--- config.mk ---
export PLATFORM = sky130hd
export DESIGN_NAME = xcvr_mode_reg
export DESIGN_NICKNAME = d
export VERILOG_FILES = /design/src/rtl/xcvr_mode_pkg.sv /design/src/rtl/xcvr_mode_ctrl_reg.sv /design/src/rtl/xcvr_ovt_latch.sv /design/src/rtl/xcvr_readback.sv /design/src/rtl/xcvr_mode_reg.sv
export SDC_FILE = /design/constraint.sdc
export NUM_CORES = 1
export LEC_CHECK = 0
export CELL_PAD_IN_SITES_DETAIL_PLACEMENT = 1
export CELL_PAD_IN_SITES_GLOBAL_PLACEMENT = 2
export CORE_UTILIZATION = 21
export CTS_CLUSTER_SIZE = 40
export DETAILED_ROUTE_END_ITERATION = 10
export GPL_TIMING_DRIVEN = 0
export PLACE_DENSITY_LB_ADDON = 0.1
export REMOVE_ABC_BUFFERS = 1
export SYNTH_ARGS = -nofsm -noshare
export SYNTH_HDL_FRONTEND = slang
export SYNTH_SLANG_ARGS = --single-unit
--- constraint.sdc ---
create_clock -name clk -period 1.1 [get_ports clk]
set_input_delay 0.165 -clock clk [delete_from_list [all_inputs] [get_ports clk]]
set_output_delay 0.165 -clock clk [all_outputs]
set_load 0.03 [all_outputs]
--- src/rtl/xcvr_mode_pkg.sv ---
package xcvr_mode_pkg;

   localparam int XM_CODE_W = 3;

   typedef enum logic [XM_CODE_W-1:0] {
      XM_TERM   = 3'b000,
      XM_RXONLY = 3'b010,
      XM_FULL   = 3'b011
   } xm_state_e;

   function automatic logic [XM_CODE_W-1:0] xm_decode(input logic [XM_CODE_W-1:0] code);
      logic [XM_CODE_W-1:0] res;
      case (code)
         XM_RXONLY: res = XM_RXONLY;
         XM_FULL:   res = XM_FULL;
         default:   res = XM_TERM;
      endcase
      return res;
   endfunction

endpackage

--- src/rtl/xcvr_mode_ctrl_reg.sv ---
module xcvr_mode_ctrl_reg
   import xcvr_mode_pkg::*;
(
   input  logic                 clk,
   input  logic                 por_n,
   input  logic                 acc_en,
   input  logic                 wr_en,
   input  logic [XM_CODE_W-1:0] wr_code,
   input  logic                 force_term,
   output logic [XM_CODE_W-1:0] code_q
);

   logic [XM_CODE_W-1:0] code_d;

   always_comb begin
      code_d = code_q;
      if (acc_en && wr_en) begin
         code_d = wr_code;
      end
      if (force_term) begin
         code_d[1:0] = 2'b00;
      end
   end

   always_ff @(posedge clk or negedge por_n) begin
      if (!por_n) begin
         code_q <= '0;
      end else begin
         code_q <= code_d;
      end
   end

endmodule

--- src/rtl/xcvr_ovt_latch.sv ---
module xcvr_ovt_latch #(
   parameter int SYNC_STAGES = 2
) (
   input  logic clk,
   input  logic por_n,
   input  logic ovt_raw,
   input  logic clr,
   output logic ovt_q
);

   logic ovt_sync;

   if (SYNC_STAGES == 0) begin : g_nosync
      assign ovt_sync = ovt_raw;
   end else begin : g_sync
      logic [SYNC_STAGES-1:0] chain;
      for (genvar i = 0; i < SYNC_STAGES; i++) begin : g_stage
         always_ff @(posedge clk or negedge por_n) begin
            if (!por_n) begin
               chain[i] <= 1'b0;
            end else if (i == 0) begin
               chain[i] <= ovt_raw;
            end else begin
               chain[i] <= chain[(i == 0) ? 0 : i-1];
            end
         end
      end
      assign ovt_sync = chain[SYNC_STAGES-1];
   end

   always_ff @(posedge clk or negedge por_n) begin
      if (!por_n) begin
         ovt_q <= 1'b0;
      end else begin
         ovt_q <= ovt_sync | (ovt_q & ~clr);
      end
   end

endmodule

--- src/rtl/xcvr_readback.sv ---
module xcvr_readback
   import xcvr_mode_pkg::*;
#(
   parameter int DATA_W   = 8,
   parameter int OVT_POS  = 3,
   parameter bit REG_READ = 1'b1
) (
   input  logic                 clk,
   input  logic                 por_n,
   input  logic                 rd_fire,
   input  logic [XM_CODE_W-1:0] state,
   input  logic                 ovt,
   output logic [DATA_W-1:0]    rd_data
);

   logic [DATA_W-1:0] image;

   always_comb begin
      image                  = '0;
      image[XM_CODE_W-1:0]   = state;
      image[OVT_POS]         = ovt;
   end

   if (REG_READ) begin : g_reg
      logic [DATA_W-1:0] rd_q;
      always_ff @(posedge clk or negedge por_n) begin
         if (!por_n) begin
            rd_q <= '0;
         end else if (rd_fire) begin
            rd_q <= image;
         end
      end
      assign rd_data = rd_q;
   end else begin : g_comb
      assign rd_data = image;
   end

endmodule

--- src/rtl/xcvr_mode_reg.sv ---
module xcvr_mode_reg
   import xcvr_mode_pkg::*;
#(
   parameter int DATA_W      = 8,
   parameter int OVT_POS     = 3,
   parameter int SYNC_STAGES = 2,
   parameter bit REG_READ    = 1'b1
) (
   input  logic                 clk,
   input  logic                 por_n,
   input  logic                 ext_rst_n,
   input  logic                 wr_en,
   input  logic                 rd_en,
   input  logic [XM_CODE_W-1:0] wr_code,
   input  logic                 force_term,
   input  logic                 ovt_in,
   output logic [XM_CODE_W-1:0] xcvr_state,
   output logic [DATA_W-1:0]    rd_data
);

   if (OVT_POS < XM_CODE_W) begin : g_bad_ovt_low
      $error("OVT_POS overlaps the state field");
   end
   if (OVT_POS >= DATA_W) begin : g_bad_ovt_high
      $error("OVT_POS outside the read byte");
   end
   if (SYNC_STAGES < 0 || SYNC_STAGES > 4) begin : g_bad_sync
      $error("SYNC_STAGES must be 0 to 4");
   end

   logic                 acc_en;
   logic                 rd_fire;
   logic [XM_CODE_W-1:0] code_q;
   logic                 ovt_q;

   assign acc_en  = ext_rst_n;
   assign rd_fire = acc_en & rd_en;

   xcvr_mode_ctrl_reg i_ctrl (
      .clk        (clk),
      .por_n      (por_n),
      .acc_en     (acc_en),
      .wr_en      (wr_en),
      .wr_code    (wr_code),
      .force_term (force_term),
      .code_q     (code_q)
   );

   assign xcvr_state = force_term ? XM_TERM : xm_decode(code_q);

   xcvr_ovt_latch #(
      .SYNC_STAGES (SYNC_STAGES)
   ) i_ovt (
      .clk     (clk),
      .por_n   (por_n),
      .ovt_raw (ovt_in),
      .clr     (rd_fire),
      .ovt_q   (ovt_q)
   );

   xcvr_readback #(
      .DATA_W   (DATA_W),
      .OVT_POS  (OVT_POS),
      .REG_READ (REG_READ)
   ) i_rb (
      .clk     (clk),
      .por_n   (por_n),
      .rd_fire (rd_fire),
      .state   (xcvr_state),
      .ovt     (ovt_q),
      .rd_data (rd_data)
   );

endmodule

==> flow_summary.json, run 1 <==
{
  "status": "complete, but fails checks",
  "violations": "negative setup slack",
  "peakVddDrop_uv": 451,
  "final_cells": 74,
  "die_width_um": 45.5,
  "fmax_mhz": 784,
  "cp_slowest_cell": "dfrtp_1",
  "p_int_mw": 0.545,
  "final_core_util": 0.323,
  "skew_ps": 0.386,
  "path_buf_inv": 1,
  "postRouteAntennaNets": 0,
  "worst_hold_slack_ps": 210,
  "antenna_found_initial": 0,
  "synth-simple-area-share": 0.101,
  "dr.pass1.iters": 2,
  "maxSlewViolCount": 0,
  "dieArea_um2": 2070,
  "htree_levels": 1,
  "p_comb_frac": 0.169,
  "powerDensity_nw_per_um2": 1320,
  "setup_ws_ps": -176,
  "fin_tns_setup_ps": -329,
  "startpoint_type": "flop",
  "design_area_um2": 563,
  "synth_cells": 31,
  "die_h_um": 45.5,
  "clkPwrFrac": 0.341,
  "grt-ovfl-total": 0,
  "worstSetupEndpointType": "output port",
  "drcViolationCount": 0,
  "fin_crit_sh": 1.16,
  "cts_tree": "yes",
  "dp_cells": 69,
  "muxShareOfSynthArea": 0.114,
  "final_cell_mix": "9 x dfrtp_1, 8 x clkdlybuf4s50_1, 6 x conb_1, 4 x mux2_2",
  "worstSetupPathType": "reg2out",
  "p_leak_nw": 0.261,
  "syn_avg_cell_area_um2": 12.8,
  "drtIter0Drc": 1,
  "clock-sinks": 9,
  "ios": 21,
  "synth_compound_area_frac": 0.0946,
  "synth_seq_area_share": 0.568,
  "critical-path-max-stage-delay_ps": 400,
  "path_max_fanout": 3,
  "postCtsHoldBufs": 0,
  "grt_use_total": 0.0912,
  "clk_latency_ps": 260,
  "synthAdderAreaFrac": 0,
  "grt_max_degree": 10,
  "crit_chain": "and4bb_1 > buf_6",
  "synth_cell_types": 12,
  "drv_cap": 0,
  "fp.coreArea_um2": 1750,
  "syn_area_um2": 397,
  "synth-xor-area-share": 0,
  "rsz0062_at_grt": "yes",
  "synth_top_family_by_area": "buffers and inverters",
  "seqPwrFrac": 0.491,
  "worst_path_dominant_cell_family": "flip-flops",
  "drive_above_1_share": 0.347,
  "clkTransAtPathRegs_ps": 60,
  "totalWireLength_um": 822,
  "ys_seq_elements": 9,
  "power.total_mw": 0.741,
  "p_sw_frac": 0.265,
  "dpl_worst_slack_ps": -740,
  "grt_pass1_wl_um": 1240,
  "row_count": 15,
  "cts_buffers": 3,
  "start_util": 0.227,
  "nets": 60,
  "cts_buffer_depth": 2,
  "place.gp.congestion": 0.648,
  "required_ps": 940,
  "avgRoutedWirePerCell_um": 11.1,
  "clock-root-buffer": "clkbuf_4",
  "yosys_warnings": 0,
  "dpl_cell_area_um2": 542,
  "hold_viol_final": 0,
  "grt_pass1_vias": 301,
  "final_common_cell": "dfrtp_1",
  "cp.arrival_ps": 1110,
  "portBuffers": 14,
  "switching_power_mw": 0.196,
  "min_period_ps": 1280,
  "reg2regPathDepth": 3,
  "hold_class": "in2async",
  "area_delta_synth_final_pct": 42.0,
  "num_vias": 280,
  "viasPerCell": 3.78,
  "setup_viol": 3,
  "diodes": 0,
  "crit_cells": 2
}
==> flip-flops by register name (all words and copies together), names as in the netlist <==
name and flops:
i_ovt.ovt_sync 1, i_ovt.ovt_q 1, i_rb.rd_data 3, i_ctrl.code_q 3, i_ovt.g_sync.chain 1
==> timing repair <==
item                                   4_1_cts  5_1_grt
gates resized for setup                     27        4
setup endpoints to repair                    5        5
endpoints found under the hold margin        0        0
setup buffers                                1        0
pin swaps                                    1        2
==> final cells by class <==
| type | count | area [um^2] |
|---|---|---|
| Timing Repair Buffer | 15 | 130 |
| Fill cell | 207 | 1180 |
| Sequential cell | 9 | 225 |
| Multi-Input combinational cell | 21 | 150 |
| Tap cell | 25 | 31.3 |
| Clock buffer | 4 | 26.3 |
==> cell usage after synthesis <==
library cell / n / area share
a21bo_2: 2 / 0.050
a21o_1: 1 / 0.019
a21oi_1: 2 / 0.025
and4bb_1: 1 / 0.032
buf_4: 6 / 0.11
conb_1: 1 / 0.0095
dfrtp_1: 9 / 0.57
mux2_2: 4 / 0.11
nand2_1: 1 / 0.0095
nand2_2: 1 / 0.016
nand3_1: 2 / 0.025
nor3b_1: 1 / 0.019
==> power by group through the flow <==
stage / clock (mW) / sequential [mW] / combinational (mW)
after floorplan: 0 / 0.379 / 0.0554
after global placement: 0 / 0.368 / 0.130
after detailed placement: 0 / 0.369 / 0.133
after CTS: 0.269 / 0.364 / 0.131
after global routing: 0.276 / 0.366 / 0.135
final: 0.253 / 0.364 / 0.125
==> path summary, 6_finish.rpt <==
check                                 startpoint                to  slack (ps)
min in group clk                      force_term  i_ctrl.code_q[1]         260
max reg2reg                     i_ctrl.code_q[1]   i_rb.rd_data[0]           0
min reg2reg                i_ovt.g_sync.chain[0]    i_ovt.ovt_sync         350
max                             i_ctrl.code_q[2]     xcvr_state[0]        -180
min                                        por_n    i_ovt.ovt_sync         210
max in group asynchronous                  por_n  i_ctrl.code_q[2]         600
==> logic make-up after synthesis <==
kind of cell	Yosys count
other	1
multiplexers	4
AO/OA/AOI/OAI	5
AND/OR/NAND/NOR	6
buffers and inverters	6
flip-flops	9
==> metal layers <==
| metal | routed length (um) | vias to the layer above | track usage | share of wire |
|---|---|---|---|---|
| met3 | 68 | 3 | 0.0357 | 0.083 |
| met1 | 348 | 131 | 0.104 | 0.42 |
| li1 | - | 131 | - | - |
| met5 | 0 | - | 0 | 0 |
| met2 | 389 | 15 | 0.134 | 0.47 |
| met4 | 15 | 0 | 0.0727 | 0.018 |
No activity file was read; power rests on OpenSTA's default activity.
==> run 2: changes to the inputs <==
Settings changed: CORE_UTILIZATION 21 to 23, CTS_BUF_LIST set to sky130_fd_sc_hd__clkbuf_8, MAX_ROUTING_LAYER set to met4.
==> run 2 against run 1 <==
Compared with the run above: the flow finishes with violations (design-rule violations, negative setup slack); sequential cell count unchanged; wire length up 4.1%; setup slack better by 40 ps; critical path type unchanged; worst hold slack better by 29 ps.
==> flow_summary.json, run 2 (synthesis gave the netlist of run 1 again) <==
{
  "min_period_ps": 1240,
  "hold_viol_final": 0,
  "grt-ovfl-total": 0,
  "startpoint_type": "flop",
  "fmax_mhz": 809,
  "final_common_cell": "dfrtp_1",
  "htree_levels": 1,
  "cts_buffers": 3,
  "setup_ws_ps": -136,
  "clock-sinks": 9,
  "die_width_um": 43.5,
  "cp.arrival_ps": 1070,
  "skew_ps": 1.19,
  "postCtsHoldBufs": 0,
  "avgRoutedWirePerCell_um": 13.4,
  "fin_crit_sh": 1.12,
  "nets": 59,
  "viasPerCell": 4.38,
  "dpl_cell_area_um2": 531,
  "totalWireLength_um": 856,
  "status": "complete, but fails checks",
  "antenna_found_initial": 0,
  "clk_latency_ps": 230,
  "dp_cells": 60,
  "place.gp.congestion": 0.624,
  "final_core_util": 0.372,
  "grt_pass1_wl_um": 1360,
  "grt_pass1_vias": 314,
  "area_delta_synth_final_pct": 46.4,
  "powerDensity_nw_per_um2": 1470,
  "worstSetupPathType": "reg2out",
  "postRouteAntennaNets": 0,
  "final_cell_mix": "9 x dfrtp_1, 7 x clkdlybuf4s50_1, 6 x conb_1, 4 x mux2_2",
  "peakVddDrop_uv": 806,
  "timing.rr.end": "i_rb.rd_data[0]",
  "grt_use_total": 0.107,
  "required_ps": 940,
  "crit-reg2reg-launch": "i_ctrl.code_q[1]",
  "fin_tns_setup_ps": -243,
  "die_h_um": 43.5,
  "drv_cap": 0,
  "dr.pass1.iters": 6,
  "worstSetupEndpointType": "output port",
  "r2r_slack_ps": 110,
  "path_max_fanout": 3,
  "drive_above_1_share": 0.333,
  "start_util": 0.254,
  "row_count": 14,
  "diodes": 0,
  "fp.coreArea_um2": 1560,
  "fillers": 170,
  "num_vias": 280,
  "setup_viol": 2,
  "multiInputGateArea_um2": 150,
  "grt_max_degree": 10,
  "maxSlewViolCount": 0,
  "rsz0062_at_grt": "yes",
  "violations": "design-rule violations, negative setup slack",
  "hold_class": "in2async",
  "portBuffers": 14,
  "drtIter0Drc": 4,
  "drcViolationCount": 4,
  "ios": 21,
  "clkTransAtPathRegs_ps": 40,
  "ff_latch_area_um2": 225,
  "final_cells": 64,
  "p_leak_nw": 0.268,
  "cts_buffer_depth": 2,
  "design_area_um2": 581,
  "reg2regPathDepth": 2,
  "clock-root-buffer": "clkbuf_8",
  "cts_tree": "yes",
  "dieArea_um2": 1890
}
==> run 2: cell count changes in the layout (fill, tap and decap cells not counted), sizes merged <==
cell           delta
inv               +1
dlygate4sd2       +1
buf               -4
clkdlybuf4s50     -1
clkbuf            -1
clkdlybuf4s15     +3
==> run 2: worst max-delay path by stage <==
stage | cells past startpoint | to | from
2_1_floorplan | 2 | i_rb.rd_data[1] | i_ctrl.code_q[2]
3_3_place_gp | 3 | xcvr_state[1] | force_term
3_5_place_dp | 3 | xcvr_state[1] | force_term
4_1_cts | 2 | xcvr_state[0] | i_ctrl.code_q[2]
5_1_grt | 2 | xcvr_state[0] | i_ctrl.code_q[2]
6_report | 2 | xcvr_state[0] | i_ctrl.code_q[2]
==> run 2: cell type report <==
type / count / area share
Sequential cell: 9 / 0.388
Tap cell: 16 / 0.0345
Timing Repair Buffer: 14 / 0.241
Clock inverter: 1 / 0.00647
Clock buffer: 3 / 0.0711
Multi-Input combinational cell: 21 / 0.259
==> run 2: per-layer routing <==
metal	track usage	share of wire	up-vias
met5	-	0	-
met4	0.0938	0.0093	0
met3	0.0250	0.076	2
met2	0.170	0.49	17
met1	0.111	0.42	134
li1	-	-	127
==> run 2: where the power goes <==
| part | internal (mW) | switching [mW] |
|---|---|---|
| Clock | 0.242 | 0.119 |
| Sequential | 0.354 | 0.0126 |
| Combinational | 0.0558 | 0.0729 |
| Total | 0.651 | 0.204 |
==> run 2: what timing repair did <==
item,in CTS,in global routing
cloned,0,0
setup buffers,0,0
setup endpoints to repair,7,2
pin swaps,2,2
resized for setup,26,0
==> run 2: stage by stage <==
step                      power, mW  setup slack (ps)  hold WS (ps)
after detailed placement      0.504              -737           348
after global routing          0.896              -188           269
after CTS                     0.870              -157           251
after global placement        0.497              -713           337
final                         0.856              -136           239
after floorplan               0.435              -413          -131
==> run 2: critical path: stages (launching register included) <==
cell      delay, ps
dfrtp_1         390
and4bb_1        310
buf_6           140
